==> config.mk <==
export PLATFORM = sky130hd
export DESIGN_NAME = win_xlat_top
export DESIGN_NICKNAME = d
export VERILOG_FILES = /design/src/rtl/win_xlat_pkg.sv /design/src/rtl/win_cfg_regs.sv /design/src/rtl/win_base_calc.sv /design/src/rtl/win_xlat_match.sv /design/src/rtl/win_xlat_top.sv
export SDC_FILE = /design/constraint.sdc
export NUM_CORES = 1
export LEC_CHECK = 0
export ABC_AREA = 1
export BUFFER_PORTS_ARGS = -buffer_cell sky130_fd_sc_hd__buf_2
export CAP_MARGIN = 20
export CORE_ASPECT_RATIO = 2
export CORE_MARGIN = 4
export CORE_UTILIZATION = 51
export DETAILED_ROUTE_END_ITERATION = 8
export HOLD_SLACK_MARGIN = 0.08
export PLACE_DENSITY = 0.7
export SETUP_SLACK_MARGIN = 0.3
export SLEW_MARGIN = 5
export SYNTH_ARGS = -nofsm -noshare
export SYNTH_HDL_FRONTEND = slang
export SYNTH_SLANG_ARGS = --single-unit
==> constraint.sdc <==
create_clock -name clk -period 12 [get_ports clk]
set_clock_uncertainty 0.05 [all_clocks]
set_input_delay 2.4 -clock clk [delete_from_list [all_inputs] [get_ports clk]]
set_output_delay 2.4 -clock clk [all_outputs]
set_load 0.01 [all_outputs]
==> src/rtl/win_xlat_pkg.sv <==
package win_xlat_pkg;
    localparam int XL_AW   = 32;
    localparam int XL_NWIN = 4;
    localparam int XL_IW   = $clog2(XL_NWIN);
    localparam int XL_SW   = XL_IW + 1;
    localparam int XL_BW   = XL_AW + XL_IW;

    typedef logic [XL_AW-1:0] addr_t;
    typedef logic [XL_BW-1:0] wide_t;
    typedef logic [XL_IW-1:0] widx_t;

    typedef struct packed {
        logic  valid;
        addr_t addr;
        widx_t idx;
        logic  miss;
    } xl_result_t;

    function automatic logic [XL_SW-1:0] xl_sel_code(input int win, input logic is_len);
        return {widx_t'(win), is_len};
    endfunction

    function automatic wide_t xl_widen(input addr_t a);
        return {{(XL_BW-XL_AW){1'b0}}, a};
    endfunction
endpackage

==> src/rtl/win_cfg_regs.sv <==
module win_cfg_regs
    import win_xlat_pkg::*;
(
    input  logic                     clk,
    input  logic                     rst,
    input  logic                     cfg_we,
    input  logic [XL_SW-1:0]         cfg_sel,
    input  addr_t                    cfg_wdata,
    output addr_t [XL_NWIN-1:0]      start_q,
    output addr_t [XL_NWIN-2:0]      len_q
);
    for (genvar i = 0; i < XL_NWIN; i++) begin : g_start
        always_ff @(posedge clk) begin
            if (rst)
                start_q[i] <= '0;
            else if (cfg_we && cfg_sel == xl_sel_code(i, 1'b0))
                start_q[i] <= cfg_wdata;
        end
    end

    for (genvar i = 0; i < XL_NWIN-1; i++) begin : g_len
        always_ff @(posedge clk) begin
            if (rst)
                len_q[i] <= '0;
            else if (cfg_we && cfg_sel == xl_sel_code(i, 1'b1))
                len_q[i] <= cfg_wdata;
        end
    end
endmodule

==> src/rtl/win_base_calc.sv <==
module win_base_calc
    import win_xlat_pkg::*;
(
    input  addr_t [XL_NWIN-2:0] len_q,
    output wide_t [XL_NWIN-1:0] base,
    output wide_t [XL_NWIN-2:0] limit
);
    assign base[0] = '0;
    for (genvar i = 0; i < XL_NWIN-1; i++) begin : g_stack
        assign limit[i]  = base[i] + xl_widen(len_q[i]);
        assign base[i+1] = limit[i];
    end
endmodule

==> src/rtl/win_xlat_match.sv <==
module win_xlat_match
    import win_xlat_pkg::*;
(
    input  addr_t                bus_addr,
    input  addr_t [XL_NWIN-1:0]  start_q,
    input  addr_t [XL_NWIN-2:0]  len_q,
    input  wide_t [XL_NWIN-1:0]  base,
    input  wide_t [XL_NWIN-2:0]  limit,
    output widx_t                hit_idx,
    output addr_t                xl_addr,
    output logic                 xl_miss
);
    wide_t              a_w;
    logic [XL_NWIN-1:0] hit;
    addr_t              offset;
    logic [XL_AW:0]     sum;

    assign a_w = xl_widen(bus_addr);

    for (genvar i = 0; i < XL_NWIN; i++) begin : g_hit
        if (i < XL_NWIN-1) begin : g_bounded
            assign hit[i] = (len_q[i] != '0) && (a_w >= base[i]) && (a_w < limit[i]);
        end else begin : g_open
            assign hit[i] = (a_w >= base[i]);
        end
    end

    always_comb begin
        hit_idx = widx_t'(XL_NWIN-1);
        for (int i = XL_NWIN-1; i >= 0; i--) begin
            if (hit[i]) hit_idx = widx_t'(i);
        end
    end

    assign offset  = bus_addr - base[hit_idx][XL_AW-1:0];
    assign sum     = {1'b0, start_q[hit_idx]} + {1'b0, offset};
    assign xl_addr = sum[XL_AW-1:0];
    assign xl_miss = sum[XL_AW];
endmodule

==> src/rtl/win_xlat_top.sv <==
module win_xlat_top
    import win_xlat_pkg::*;
(
    input  logic              clk,
    input  logic              rst,
    input  logic              cfg_we,
    input  logic [2:0]        cfg_sel,
    input  logic [31:0]       cfg_wdata,
    input  logic              req_valid,
    input  logic [31:0]       bus_addr,
    output logic              out_valid,
    output logic [31:0]       int_addr,
    output logic [1:0]        win_idx,
    output logic              miss
);
    addr_t [XL_NWIN-1:0] start_q;
    addr_t [XL_NWIN-2:0] len_q;
    wide_t [XL_NWIN-1:0] base;
    wide_t [XL_NWIN-2:0] limit;
    widx_t               hit_idx;
    addr_t               xl_addr;
    logic                xl_miss;
    xl_result_t          res_q;

    win_cfg_regs u_regs (
        .clk(clk), .rst(rst), .cfg_we(cfg_we), .cfg_sel(cfg_sel),
        .cfg_wdata(cfg_wdata), .start_q(start_q), .len_q(len_q)
    );

    win_base_calc u_base (
        .len_q(len_q), .base(base), .limit(limit)
    );

    win_xlat_match u_match (
        .bus_addr(bus_addr), .start_q(start_q), .len_q(len_q),
        .base(base), .limit(limit), .hit_idx(hit_idx),
        .xl_addr(xl_addr), .xl_miss(xl_miss)
    );

    always_ff @(posedge clk) begin
        if (rst) begin
            res_q <= '0;
        end else begin
            res_q.valid <= req_valid;
            if (req_valid) begin
                res_q.addr <= xl_addr;
                res_q.idx  <= hit_idx;
                res_q.miss <= xl_miss;
            end
        end
    end

    assign out_valid = res_q.valid;
    assign int_addr  = res_q.addr;
    assign win_idx   = res_q.idx;
    assign miss      = res_q.miss;
endmodule

---- Word level (Yosys, flattened, before mapping) ----
Index checks and enable logic that the tools add are counted.
storage, ports and cells
  word-level logic and storage cells ...... 52
  output and inout port bits .............. 36
  input bits .............................. 71
  flip-flop bits (word level) ............. 260
cells by class
  equal/unequal tests ..................... 6
  $lt $le $gt $ge ......................... 7
  reduce and logical (&&, ||, !) cells .... 17
  add/sub/neg operators ................... 4
  mux-type cells .......................... 7
operator list
  cell                                                                 number
  nonzero test 32 bit                                                  3
  binary-select mux 34 bit (select 2 bit)                              1
  adder 32 x 32 -> 33 bit                                              2
  binary-select mux 32 bit (select 2 bit)                              1
  2-to-1 mux 32 bit                                                    2
  adder 34 x 32 -> 34 bit                                              1
  < comparator 32 x 34 -> 1 bit                                        1
  greater-or-equal comparator 32 x 33 -> 1 bit                         1
  < comparator 32 x 33 -> 1 bit                                        1
  greater-or-equal comparator 32 x 1 -> 1 bit (second input constant)  1
  greater-or-equal comparator 32 bit                                   1
  < comparator 32 bit                                                  1
  subtractor 32 bit                                                    1
  logical AND 1 bit                                                    13
  == test 3 bit (second input constant)                                3
  == test 3 x 2 -> 1 bit (second input constant)                       2
  2-to-1 mux 2 bit                                                     2
  == test 3 x 1 -> 1 bit (second input constant)                       1
  zero test 3 bit                                                      1
  < comparator 2 x 3 -> 1 bit (second input constant)                  1
  2-to-1 mux 1 bit                                                     1

---- Logic depth before layout (Yosys ltp) ----
  word-level depth ........................ 11
  mapped depth ............................ 70
  mapped depth without buffers ............ 69

---- Cells and area by module ----
Synthesis repeated with hierarchy kept, for this count alone.
unflattened totals
  cell total of the unflattened synthesis .. 4422
  area total of the unflattened synthesis .. 26783.2 um^2
modules (own cells, without submodules)
  module          area each (um^2)  cells each  times used
  win_xlat_match  10603.9           1815        1
  win_cfg_regs    8753.4            1266        1
  win_base_calc   5939.4            1116        1
  win_xlat_top    1486.4            225         1

---- Worst setup path before layout ----
OpenSTA, ideal clock, no wires.
  kind .................................... register -> register
  start ................................... register u_regs.len_q[34] in the netlist's numbering
  end ..................................... register res_q (netlist bit int_addr[31])
  period minus slack after synthesis ...... 8500 ps
  setup slack ............................. 3500 ps
  data required time ...................... 11841 ps
  library setup time ...................... 109 ps
  path buffers ............................ 1
  arrival ................................. 8341 ps
  stages on the path, launching flop included .. 66
  path through ............................ dfxtp_1 > ha_1 > a21oi_1 > nand2_1 > a21oi_1 > o21ai_1 > a21oi_1 > o21ai_1 > a21oi_1 > o21bai_1 > xor2_1 > ha_1 > nand2_1 > nor2_1 > inv_1 > o21ai_0 > a31oi_1 > xnor2_1 > [... 30 more ...] > a21boi_0 > nor2_1 > nand2_1 > nand2_1 > a21boi_1 > o21ai_0 > xor2_1 > ha_1 > nand2_1 > nand2_1 > a21oi_1 > nor2_1 > a2111oi_0 > nand2_1 > nand2_1 > nand3_1 > nand2_1 > inv_1
between the ends
  longest elaborated chain between the ends .. 11
  elaborated cells between the ends (all ways) .. 19
  classes of those cells .................. add/sub (4); order compare (3); mux (7); reduce/logical (5)
ends and longest elaborated chain
  what                                                                                     line                                       RTL
  from (decl)                                                                              win_cfg_regs.sv:10                         output addr_t [XL_NWIN-2:0] len_q
  from (signal, indexed assignment)                                                        win_cfg_regs.sv:26                         len_q[i] <= cfg_wdata;
  adder 32 x 32 -> 33 bit                                                                  win_base_calc.sv:10                        assign limit[i] = base[i] + xl_widen(len_q[i]);
  adder 34 x 32 -> 34 bit or greater-or-equal comparator 32 x 33 -> 1 bit (tied branches)  win_base_calc.sv:10, win_xlat_match.sv:22
  < comparator 32 x 34 -> 1 bit or logical AND 1 bit (tied branches)                       win_xlat_match.sv:22                       assign hit[i] = (len_q[i] != '0) && (a_w >= base[i]) && (a_w < limit[i]);
  logical AND 1 bit                                                                        win_xlat_match.sv:22
  2-to-1 mux 1 bit                                                                         win_xlat_match.sv:31                       if (hit[i]) hit_idx = widx_t'(i);
  2-to-1 mux 2 bit (2 in a row)                                                            win_xlat_match.sv:31
  binary-select mux 34 bit (select 2 bit)                                                  win_xlat_match.sv:35                       assign offset = bus_addr - base[hit_idx][XL_AW-1:0];
  2-to-1 mux 32 bit (implied by the code)                                                  win_xlat_match.sv:35
  subtractor 32 bit                                                                        win_xlat_match.sv:35
  adder 32 x 32 -> 33 bit *                                                                win_xlat_match.sv:36                       assign sum = {1'b0, start_q[hit_idx]} + {1'b0, offset};
  to (decl)                                                                                win_xlat_top.sv:23                         xl_result_t res_q;
Every way passes the cells marked *; elsewhere a longest branch is shown, timed or not. The select of a mux whose other input is x is not followed.
A chain may end at the register's enable or synchronous reset.

---- Worst setup path after layout ----
  start ................................... register u_regs.len_q[0] in the netlist's numbering
  end ..................................... register res_q (netlist bit int_addr[28])
Same word-level chain as after synthesis.

==> results.toml <==
[timing]
postLayoutSetupSlackWorst_ps = 1130
rsz0062_at_grt = "false"
min_period_ps = 10870
drv_slew = 0
tns_ps = 0
fmaxAchievable_ghz = 0.0920
hold_slack_ps = 406
setup_violations = 0
finalHoldViolCount = 0
worstMarginPinSlew_ps = 1050
post-route-period-util_pct = 90.6
slew_headroom_pct = 30.1

[clocking]
cts_root_buf = "clkbuf_16"
path_clk_slew_ps = 70
h-tree-depth = 1
clk_latency_ps = 580
tritoncts = "built"
post_cts_buffers = 0
cts_made_buffers = 27
cts.path.max_buffers = 3
clock_sinks = 260

[worst_setup_path]
crit_end = "int_addr[28]"
regToRegStartpoint = "u_regs.len_q[0]"
critPathMaxFanout = 60
cp_common_cell = "nand2_1"
cp_slowest_cell = "a31oi_1"
criticalPathCategory = "flop to flop"
r2r_setup_slack_ps = 1130
ff2ff_path_depth = 58
required_ps = 12390
rr_endpoint = "int_addr[28]"
cp.arrival_ps = 11270
startpoint_type = "flop"
cp-end-kind = "flop"
slowest_delay_ps = 450
cp-startpoint = "u_regs.len_q[0]"

[drt]
post_drt_via_cell_ratio = 5.89
route.detailed.drc = 0
detail-route-antenna-nets = 0
dr.pass1.iters = 6
drt_wl_total_um = 71000
routedWlPerCell_um = 20.0
vias = 20900
drt-initial-drc-count = 1680

[floorplan]
fp-row-count = 101
start_util_pct = 51.9
coreArea_um2 = 38200
fp.dieW_um = 147
dieArea_um2 = 42300
io_pins = 107
die_h_um = 287

[cells_and_area]
insertedDiodeCount = 0
final-seq-area_um2 = 5200
synthToLayoutAreaGrowth_pct = 9.20
fillCellCount = 3848
drive_above_1_share_pct = 6.87
fin_nets = 3310
multi_input_area_um2 = 13000

[global_routing]
grt_pass1_vias = 20500
grt_start_max_net_pins = 126
overflow = 0
grt_pass1_wl_um = 109000
antenna_found_initial = 0
track_usage_pct = 32.4

[yosys]
yosysSeqAreaShare_pct = 26.3
netlist_area_um2 = 19800
synthesis.instances = 2973
avgSynthCellArea_um2 = 6.66
synthesis.nets = 3272
synth_flop_cell = "dfxtp_1"
synth_cell_types = 51
synth_edf_count = 0
synth_top_area_cell = "dfxtp_1"
synth.top_cell.area_share_pct = 26.3
async_reset_ff_share_pct = 0
synthTopCellsByArea = "dfxtp_1 26%, ha_1 14%, nor2_1 9.4%"
synth.ff_latch_count = 260
yosysMostFrequentCell = "nor2_1"
synthTopCellsByCount = "495 x nor2_1, 371 x nand2_1, 341 x o21ai_0, 326 x a21oi_1, 296 x inv_1"
yosysWarningCount = 0

[power_and_ir_drop]
p_leak_nw = 10.1
finalPower_mw = 3.73
peakVddDrop_mv = 0.152
power_density_nw_per_um2 = 172

[hold_path]
hold_path.class = "flop to flop"

[placement]
hpwl_um = 54100
place.gp.congestion = 1.02
portBuffers = 106
place_worst_setup_slack_ps = 736

[outcome]
status = "finished, final reports clean"

[job]
drv_cap = 0
-- worst min path at each step --
stage	cells past startpoint	endpoint	startpoint
2_1_floorplan	2	u_regs.start_q[65]	u_regs.start_q[65]
6_report	2	u_regs.start_q[95]	u_regs.start_q[95]
5_1_grt	2	u_regs.start_q[71]	u_regs.start_q[71]
3_3_place_gp	2	u_regs.start_q[95]	u_regs.start_q[95]
3_5_place_dp	2	u_regs.start_q[95]	u_regs.start_q[95]
4_1_cts	2	u_regs.start_q[95]	u_regs.start_q[95]
-- through the flow --
stage                     instance area [um2]  instances  util [%]
after CTS                               21600       3543      56.5
after detailed placement                20700       3496      54.2
final                                   21600       3544      56.7
after global placement                  20700       3496      54.2
after floorplan                         19800       2973         -
after global routing                    21600       3544      56.7
-- placed cells by master, fill, tap and decap left out, types with 5 or more instances in the layout --
cell type  count
nor2_1       491
nand2_1      371
o21ai_0      340
a21oi_1      324
inv_1        295
dfxtp_1      260
ha_1         224
nand3_1      144
buf_2        106
xor2_1        67
o21ai_1       63
xnor2_1       34
nand4_1       31
a21boi_1      28
clkbuf_16     27
nor4_1        26
nor3_1        19
o211ai_1      19
buf_4         19
a21o_1        14
a31oi_1       13
o21bai_1      10
o221ai_1       8
o21a_1         7
inv_2          6
nand2_2        5
nor2_2         5
clkbuf_1       5
-- critical path, delay by kind of cell, from the launching register on --
family,cells,cell delay (ps)
adder cells (fa/ha/maj),6,1920
buffers and inverters,6,750
flip-flops,1,440
AND/OR/NAND/NOR,29,3670
AO/OA/AOI/OAI,13,2980
XOR/XNOR,4,870
-- metal layers --
metal  share of wire, %  GRT usage, %  wire length (um)  vias up
li1                   -             -                 -    10100
met2                 49          57.8             35100      849
met5                  0             0                 0        -
met4                7.4          19.9              5220        0
met1                 37          36.7             26500     9646
met3                5.9          3.48              4190      270
-- area by class of cell --
| type | instances | area share, % |
|---|---|---|
| Clock buffer | 36 | 3.46 |
| Clock inverter | 11 | 0.630 |
| Inverter | 305 | 5.30 |
| Multi-Input combinational cell | 2289 | 60.2 |
| Sequential cell | 260 | 24.1 |
| Tap cell | 515 | 2.98 |
| Timing Repair Buffer | 128 | 3.40 |
-- registers in the layout (all words and copies together), names as in the netlist --
register / count
win_idx: 2
int_addr: 32
out_valid: 1
u_regs.len_q: 96
u_regs.start_q: 128
miss: 1
-- repair_timing --
action,4_1_cts,5_1_grt
endpoints found under the setup margin,0,11
hold buffers,0,0
gates resized for setup,0,14
-- cells by family (layout without fill, tap and decap cells) --
kind of cell,after synthesis,in the layout,synth area share [%]
and+or+nand+nor,1110,1110,23.2
AOI/OAI and AO/OA,849,849,23.0
buffers and inverters,424,480,8.42
DFF,260,260,26.3
adders and majority gates,228,228,14.6
xor gates and xnor gates,102,102,4.51
-- where the power goes --
part,internal [mW],switching (mW)
logic,0.632,1.25
registers,0.936,0.0421
clock network,0.485,0.381
No activity file was read; power rests on OpenSTA's default activity.
